File: src/rtl/shift_xfer_engine.sv
module shift_xfer_engine #(
  parameter int DW = 8
) (
  input  logic          clk,
  input  logic          rst_n,
  input  logic          start,
  input  logic [7:0]    opcode,
  output logic          busy,
  output logic          done,
  input  logic          tick,
  input  logic          cmd_valid,
  input  logic [DW-1:0] cmd_data,
  output logic          cmd_pop,
  input  logic          rsp_full,
  output logic [DW-1:0] rsp_data,
  output logic          rsp_push,
  output logic          sclk,
  output logic          sdo,
  input  logic          sdi
);
  localparam int CW = $clog2(DW + 1);
  localparam int BW = $clog2(DW);

  typedef enum logic [2:0] {IDLE, LEN_LO, LEN_HI, LOAD, SHIFT, PUSH} st_t;
  st_t st;

  logic [5:0]      op;
  logic [2*DW-1:0] left;
  logic [CW-1:0]   chunk, bcnt;
  logic [DW-1:0]   osh, ish;
  logic            ph;

  wire fall_out = op[0];
  wire bit_mode = op[1];
  wire fall_in  = op[2];
  wire lsb      = op[3];
  wire out_en   = op[4];
  wire in_en    = op[5];
  wire last     = left == '0;

  wire [DW-1:0] load_d  = out_en ? cmd_data : '0;
  wire          lbit    = lsb ? load_d[0] : load_d[DW-1];
  wire [DW-1:0] load_nx = lsb ? load_d >> 1 : load_d << 1;
  wire          obit    = lsb ? osh[0] : osh[DW-1];
  wire [DW-1:0] osh_nx  = lsb ? osh >> 1 : osh << 1;
  wire [DW-1:0] ish_nx  = lsb ? {sdi, ish[DW-1:1]} : {ish[DW-2:0], sdi};

  assign busy     = st != IDLE;
  assign cmd_pop  = cmd_valid && (st == LEN_LO || st == LEN_HI || (st == LOAD && out_en));
  assign rsp_push = st == PUSH && !rsp_full;
  assign rsp_data = ish;

  wire load_go   = st == LOAD && (!out_en || cmd_valid);
  wire byte_end  = st == SHIFT && tick && ph && bcnt == CW'(1);
  wire chunk_end = (byte_end && !in_en) || rsp_push;

  always_ff @(posedge clk) begin
    if (!rst_n) begin
      st <= IDLE; op <= '0; left <= '0; chunk <= '0; bcnt <= '0;
      osh <= '0; ish <= '0; ph <= 1'b0; sclk <= 1'b0; sdo <= 1'b0; done <= 1'b0;
    end else begin
      done <= 1'b0;
      case (st)
        IDLE: if (start) begin
          op <= opcode[5:0];
          if (!opcode[4]) sdo <= 1'b0;
          st <= LEN_LO;
        end
        LEN_LO: if (cmd_valid) begin
          if (bit_mode) begin
            left  <= '0;
            chunk <= CW'(cmd_data[BW-1:0]) + CW'(1);
            st    <= LOAD;
          end else begin
            left[DW-1:0] <= cmd_data;
            chunk        <= CW'(DW);
            st           <= LEN_HI;
          end
        end
        LEN_HI: if (cmd_valid) begin
          left[2*DW-1:DW] <= cmd_data;
          st <= LOAD;
        end
        LOAD: if (load_go) begin
          ish  <= '0;
          bcnt <= chunk;
          ph   <= 1'b0;
          st   <= SHIFT;
          if (fall_out) begin
            sdo <= lbit;
            osh <= load_nx;
          end else osh <= load_d;
        end
        SHIFT: if (tick) begin
          ph   <= !ph;
          sclk <= !ph;
          if (!ph) begin
            if (!fall_out) begin
              sdo <= obit;
              osh <= osh_nx;
            end
            if (!fall_in) ish <= ish_nx;
          end else begin
            if (fall_in) ish <= ish_nx;
            bcnt <= bcnt - CW'(1);
            if (fall_out && bcnt != CW'(1)) begin
              sdo <= obit;
              osh <= osh_nx;
            end
            if (bcnt == CW'(1)) st <= in_en ? PUSH : (last ? IDLE : LOAD);
          end
        end
        PUSH: if (!rsp_full) st <= last ? IDLE : LOAD;
        default: st <= IDLE;
      endcase
      if (chunk_end) begin
        if (last) done <= 1'b1;
        else left <= left - 1'b1;
      end
    end
  end
endmodule


File: config.mk
export PLATFORM = sky130hd
export DESIGN_NAME = shift_xfer_engine
export DESIGN_NICKNAME = d
export VERILOG_FILES = /design/src/rtl/shift_xfer_engine.sv
export SDC_FILE = /design/constraint.sdc
export NUM_CORES = 1
export LEC_CHECK = 0
export ABC_CLOCK_PERIOD_IN_PS = 7150
export BUFFER_PORTS_ARGS = -buffer_cell sky130_fd_sc_hd__buf_2
export CELL_PAD_IN_SITES_DETAIL_PLACEMENT = 0
export CELL_PAD_IN_SITES_GLOBAL_PLACEMENT = 1
export CORE_UTILIZATION = 35
export DETAILED_ROUTE_END_ITERATION = 8
export PLACE_DENSITY = 0.7
export SYNTH_ARGS = -nofsm -noshare
export SYNTH_HDL_FRONTEND = slang
export SYNTH_SLANG_ARGS = --single-unit
File: constraint.sdc
create_clock -name clk -period 7.15 [get_ports clk]
set_clock_uncertainty 0.2 [all_clocks]
set_input_delay 1.43 -clock clk [delete_from_list [all_inputs] [get_ports clk]]
set_output_delay 1.43 -clock clk [all_outputs]
set_load 0.01 [all_outputs]
==> metrics list, run 1 <==
- The flow ran to the end, and the final reports show no timing, DRC or antenna violations.
* Total clock buffers created by CTS: 5
- Post-route DRC: 0
- Final antenna-violating net count: 0
- The largest individual stage delay along the critical path comes from the cell sky130_fd_sc_hd__a211oi_1.
- Counting I/O delays and the setup requirement, the final critical path takes around 3.7 ns.
- Hold buffer count at cts: 0
* TritonCTS clock tree: yes
- Number of cells on the worst reg-to-reg path: 6
- For the pin with the worst max-slew slack, the measured transition is about 0.8 ns.
- Of the synthesized area, sequential elements account for 0.327.
* Maximum clock frequency: approximately 270 MHz
- Summed over all cells, the static leakage comes to between 1 and 1.5 nW.
- Die height: roughly 98 um
- STA classifies the critical path endpoint as a primary output.
- In this run the deepest clock path goes through 2 buffers.
- DRC violation total after the first TritonRoute iteration: 97
- CP max stage delay: roughly 0.26 ns
* Max rail drop VDD: roughly 0.078 mV
- In the finished design, the share of the clock period the worst path needs comes to 0.522.
* Count of flip-flops with a built-in enable after synthesis: 0
- The final route contains approximately 2.9k vias.
* H-tree depth: 2
- WP data required: 5.52 ns
- Maxcap violations: 0
* Number of iterations in the first detailed-routing pass: 6
* Avg Cell Area, Syn: 8.60 sq um
* Post-synthesis cell count: around 380
- CTS saw 53 sinks.
- The initial utilization of the core area, before any placement, comes to 0.366.
- Measured against its own limit, the worst slew margin works out to 0.478.
* Worst min path class: register to register
- At the end of routability-driven placement, the weighted congestion stood at between 0.8 and 0.9.
* Antenna violations before repair: 0
- Sequence of cells on the critical path: buf_2, nand2b_1, a211oi_1, buf_2
* Final design instance area without fill: about 3600 sq um
- Synthesis instantiated 61 different standard cells from the library.
* Launching element type of the critical path: input port
* Number of pins exceeding their max-slew limit in the final report: 0
- The floorplan has 34 rows.
- The via count of the first global-routing pass is ~2.8k.
* Fraction of registers with async set or reset after synthesis: 0
- The worst setup path is of the input port to primary output kind.
* # resized after CTS: 0
* Post-synthesis net count: slightly above 400
* Insertion delay of the later-clocked pin in the worst-skew pair: 0.32 ns
- Summed instance area of the synthesized netlist: approximately 3200 sq um
* Hold violation count in the final report: 0
- Top-level port count: 37
- Avg WL per Cell: roughly 16 um
- Clock-pin slew was measured on the worst setup and hold paths at roughly 0.10 ns.
* Die area: 9650 sq um
- Of the cells placed in the final design, the portion with a size suffix greater than 1 is 0.180.
- Cell type with the highest occurrence count on the critical path: sky130_fd_sc_hd__buf_2
- Dividing the detail-routed via count by the number of cells gives roughly 5.6.
- Worst-path fanout max: 5
* Total negative setup slack: 0 ns
- CTS Root Buffer Type: sky130_fd_sc_hd__clkbuf_8
- Power per cell area: between 200 and 250 nW/um^2
- Counting the fill cells in the layout gives just over 900.
* First-pass GRT wire length: 14000 um
- Commonest non-fill, non-tap cell in the layout: sky130_fd_sc_hd__dfxtp_1
- Buffers inserted during post-CTS setup optimization: 0
- The routed design has around 8200 um of wire.
* Data arrival time at the worst-slack endpoint: approximately 2.1 ns
- Entering global routing, the biggest net connects 40 pins.
- Yosys reg bits: 53
* Placement-stage cell area: approximately 3500 sq um
- In the final design database the tool counted roughly 430 nets.
- Hold Path Depth: 2
- For this run, the total global-route usage over all layers was measured as 0.179.
- The floorplan step defined a core boundary enclosing around 8800 sq um.
- The HPWL after detailed placement is ~5700 um.
* Most used cells in the layout excluding fill and tap cells: 53 x sky130_fd_sc_hd__dfxtp_1, 49 x sky130_fd_sc_hd__nor2_1, 41 x sky130_fd_sc_hd__mux2i_1
- Setup repair after global routing left no endpoint under its margin.
- Synth warn: 0
* Final setup violation count: 0
- The total overflow left after global routing is 0.
- Width of the die: approximately 98 um
- The most used flip-flop cell after synthesis is sky130_fd_sc_hd__dfxtp_1.
- Synthesis-to-finish area growth: 10.8%
- Antenna cell count: 0
* Quantity of I/O buffers inserted on ports: 34
[state kept, by name, summed over array words and instances (netlist names)]
| name | flops |
|---|---|
| left | 16 |
| osh | 8 |
| rsp_data | 8 |
| op | 6 |
| bcnt | 4 |
| chunk | 4 |
| st | 3 |
| done | 1 |
| ph | 1 |
| sclk | 1 |
| sdo | 1 |
[power by group]
part / switching [mW] / internal (mW)
logic: 0.105 / 0.0721
clock network: 0.108 / 0.114
registers: 0.0273 / 0.309
[path summary, 6_finish.rpt]
check	slack, ns	start	endpoint
worst max-delay path	3.42	cmd_valid	cmd_pop
worst min-delay path	0.27	chunk[0]	chunk[0]
worst max register to register	4.43	left[0]	left[6]
worst min register to register	0.27	chunk[0]	chunk[0]
[synthesized netlist by cell type (all sizes together), types with 3 or more instances]
library cell	instances	area (sq um)
ha	5	62.6
inv	13	48.8
nor3b	6	56.3
mux2	10	116
nand3	10	50.1
a31oi	10	62.6
or2	5	31.3
nand2b	4	25.0
or3b	3	26.3
dfxtp	53	1060
a21o	4	30.0
a21oi	25	129
o21ai	12	71.3
nand2	26	97.6
or3	4	25.0
a211oi	8	65.1
nand4	3	18.8
nand3b	3	22.5
o22ai	5	31.3
o311ai	4	35.0
buf	9	48.8
nor4	3	33.8
xor2	4	35.0
nor2	50	190
or4	4	30.0
a22oi	4	30.0
nor2b	4	25.0
clkbuf	13	48.8
nor3	5	25.0
mux2i	41	410
o32ai	3	26.3
[area by class of cell]
| type | count | area (sq um) | share of cell area |
|---|---|---|---|
| timing repair buffer | 37 | 193 | 0.0537 |
| sequential | 53 | 1060 | 0.295 |
| multi-input combinational | 289 | 2030 | 0.566 |
| tap | 108 | 135 | 0.0376 |
| clock inverter | 2 | 37.5 | 0.0105 |
| inverter | 13 | 48.8 | 0.0136 |
| clock buffer | 6 | 82.6 | 0.0230 |
[logic make-up (layout without fill, tap and decap cells)]
group           count (synthesis)  after routing  share of synthesized area
simple gates                  140            140                      0.229
flops                          53             53                      0.327
xor+xnor                        4              4                     0.0108
buf+inv                        35             58                     0.0452
mux                            52             52                      0.169
fa+ha+maj                       5              5                     0.0193
compound gates                 88             88                      0.198
[layer usage]
metal,share of wire,wire length (um),global-route usage,vias to the layer above
li1,-,-,-,1418
met1,0.50,4110,0.245,1390
met2,0.46,3770,0.293,43
met3,0.030,248,0.0251,9
met4,0.012,100,0.0517,0
met5,0,0,0,-
[worst max-delay path: cells and delay by family]
kind / cells / cell delay [ns]
compound gates: 1 / 0.26
buf+inv: 2 / 0.31
simple gates: 1 / 0.11
[metrics by stage]
step | hold slack [ns] | worst slack (ns) | std cells | power, mW | utilization
final | 0.269 | 3.42 | 508 | 0.736 | 0.406
after global routing | 0.289 | 3.39 | 508 | 0.778 | 0.406
after CTS | 0.271 | 3.42 | 508 | 0.741 | 0.406
after detailed placement | 0.255 | 3.42 | 500 | 0.520 | 0.392
after global placement | 0.248 | 3.44 | 500 | 0.518 | 0.392
after floorplan | 0.232 | 3.65 | 377 | 0.472 | -
Note: power is estimated with default switching activity, not from simulation.
==> run 2: changes to the inputs <==
- ABC_CLOCK_PERIOD_IN_PS: 7150 -> 3200
- PLACE_DENSITY: 0.7 -> 0.73
- clock period: 7.15 -> 3.2 ns (I/O delays scaled with it)
==> run 2 against run 1 <==
Flip-flop and latch count unchanged; global-route usage decreased by 0.58 points; via count decreased by 1.2%; critical endpoint is now left[6]; highest routed layer unchanged; cell area increased by 1.7%; register-to-register slack got worse by 3.9 ns; non-clock buffer count grew 4; power up 130%; critical path type is now register to register.
==> metrics list, run 2 (same netlist as run 1, synthesis figures left out) <==
* Outcome: finished clean
- Total negative setup slack: 0 ns (unchanged)
* TritonCTS clock tree: yes
- Net Sw Power: 0.532 mW (+120%)
- The transition time at the pin with the least slew margin came to 0.871 ns (+0.0900 ns).
- The mean number of vias per cell was 5.52 (-2.0%).
- The first-iteration detailed-routing DRC count came to 155 (+60%).
- The overall overflow remaining after global route came to 0 (unchanged).
- Counting flops per register, the top entry is left.
* Number of iterations in the first detailed-routing pass: 6 (unchanged)
* Via count of the first global-routing pass: 2667 (-3.0%)
- Sw Ratio: 0.312 (-0.0152)
- The count of pins on the block boundary came to 37 (unchanged).
- GP Congestion: 0.844 (+4.7%)
* # resized after CTS: 0 (unchanged)
* Most used cells in the layout excluding fill and tap cells: 53 x sky130_fd_sc_hd__dfxtp_1, 49 x sky130_fd_sc_hd__nor2_1, 41 x sky130_fd_sc_hd__mux2i_1
- The post-CTS repair timing setup buffer count is 0 (unchanged).
* Width of the die: 98.2 um (unchanged)
* Proportion of power drawn by flip-flops and latches: 0.442 (-0.015)
* Maxcap violations: 0 (unchanged)
- Class of the most critical setup path: register to register
* Number of flip-flops under the largest register name: 16 (unchanged)
- Power per cell area: 468 nW/um^2 (+130%)
* Setup repair after global routing missed its margin: false
- Vias after detailed routing: 2826 (-1.2%)
- Final antenna-violating net count: 0 (unchanged)
* Power, Total: 1.71 mW (+130%)
* Int Pwr: 1.18 mW (+140%)
- Traced cell by cell, the critical path runs through inv_1, ha_1, or4b_1, o21ai_4, mux2_4, a2111oi_4.
- The buffer levels on the longest clock path was 2 (unchanged).
* Number of pins exceeding their max-slew limit in the final report: 0 (unchanged)
- The tightest slew margin relative to the limit was 0.418 (-0.0596).
- Quantity of I/O buffers inserted on ports: 34 (unchanged)
- Core ar.: 8850 sq um (unchanged)
- The combinational group share of total power came to 0.234 (-0.007).
* Avg WL per Cell: 15.9 um (-2.0%)
- The clock-pin slew on the worst setup and hold paths is 0.11 ns (about the same).
- Final critical-path share of the clock period: 0.837
- Insertion delay of the later-clocked pin in the worst-skew pair: 0.32 ns (about the same)
- The worst setup path is captured at a register.
* Fraction of layout cells with a size suffix above 1: 0.188 (+0.00812)
- Worst-path fanout max: 16 (+11)
* WP data required: 3.22 ns (-2.30 ns)
- The net count reported at finish is 431 (+0.94%).
* Die area: 9650 sq um (unchanged)
- The routed design could run at a clock period as short as between 2 and 3 ns.
- The signal arrival time at the worst endpoint was 2.70 ns (+0.60 ns).
- Post-route DRC: 0 (unchanged)
* Initial core utilization: 0.366 (unchanged)
- The maximum number of pins on one net before global-route repair is 34 (-15%).
- Synthesis-to-finish area growth: 12.7%
* Leak Pwr: 1.34 nW (+2.7%)
- Standard cell with the maximum stage delay on the critical path: sky130_fd_sc_hd__or4b_1
- Commonest non-fill, non-tap cell in the layout: sky130_fd_sc_hd__dfxtp_1
* Antenna cell count: 0 (unchanged)
- Antenna violations before repair: 0 (unchanged)
- The highest cell delay on the worst timing path was 0.60 ns (+0.34 ns).
- Total clock buffers created by CTS: 5 (unchanged)
- Hold violation count in the final report: 0 (unchanged)
- The path class of the tightest hold or removal check is register to register.
- Wire length after detailed routing: 8130 um (-1.2%)
* Max rail drop VDD: 0.182 mV (+130%)
* Hold buffer count at cts: 0 (unchanged)
- The global-route usage over all layers is 0.173 (-0.00575).
- The clock sink total came to 53 (unchanged).
- The detailed-placement wirelength estimate came to 5640 um (-1.3%).
* Count of standard-cell rows: 34 (unchanged)
- Die height: 98.2 um (unchanged)
- First-pass GRT wire length: 13400 um (-3.9%)
- Clk pwr share: 0.324 (+0.022)
- Derived from the worst setup path, the maximum achievable clock frequency is about 370 MHz.
- Launching element type of the critical path: register
- The total setup violations reported at the end of the flow is 0 (unchanged).
* H-tree depth: 2 (unchanged)
- The cell sitting at the root of the clock tree is a sky130_fd_sc_hd__clkbuf_8.
## run 2: final timing paths
check,startpoint,to,slack [ns],depth (start not counted)
min reg2reg,chunk[1],chunk[1],0.28,2
min,chunk[1],chunk[1],0.28,2
max,left[0],left[6],0.52,6
max reg2reg,left[0],left[6],0.52,6
## run 2: critical path, delay by kind of cell (launching register included)
kind                     cells  cell delay (ns)
AO/OA/AOI/OAI                2             0.79
flip-flops                   1             0.37
AND/OR/NAND/NOR              1             0.60
adder cells (fa/ha/maj)      1             0.15
multiplexers                 1             0.36
buffers and inverters        1             0.13
## run 2: power by group through the flow
| stage | Combinational [mW] | Sequential, mW | Clock, mW |
|---|---|---|---|
| 2_1_floorplan | 0.321 | 0.733 | 0 |
| 3_3_place_gp | 0.395 | 0.769 | 0 |
| 3_5_place_dp | 0.397 | 0.770 | 0 |
| 4_1_cts | 0.400 | 0.756 | 0.569 |
| 5_1_grt | 0.439 | 0.764 | 0.595 |
| 6_report | 0.399 | 0.756 | 0.553 |
## run 2: layout make-up
| cell class | count | area (sq um) |
|---|---|---|
| Clock buffer | 5 | 68.8 |
| Clock inverter | 3 | 68.8 |
| Fill cell | 928 | 5200 |
| Inverter | 13 | 48.8 |
| Multi-Input combinational cell | 289 | 2030 |
| Sequential cell | 53 | 1060 |
| Tap cell | 108 | 135 |
| Timing Repair Buffer | 41 | 235 |
## run 2: metrics by stage
stage | area (sq um) | setup slack, ns | hold WS [ns] | std cells | util
2_1_floorplan | 3240 | 0.865 | 0.232 | 377 | -
3_3_place_gp | 3510 | 0.568 | 0.251 | 504 | 0.397
3_5_place_dp | 3510 | 0.532 | 0.257 | 504 | 0.397
4_1_cts | 3650 | 0.524 | 0.280 | 512 | 0.413
5_1_grt | 3650 | 0.405 | 0.286 | 512 | 0.413
6_report | 3650 | 0.520 | 0.277 | 512 | 0.413
## run 2: routing by layer
layer / track usage / share of wire
met5: 0 / 0
met4: 0.0448 / 0.010
met3: 0.0293 / 0.028
met2: 0.292 / 0.46
met1: 0.229 / 0.50
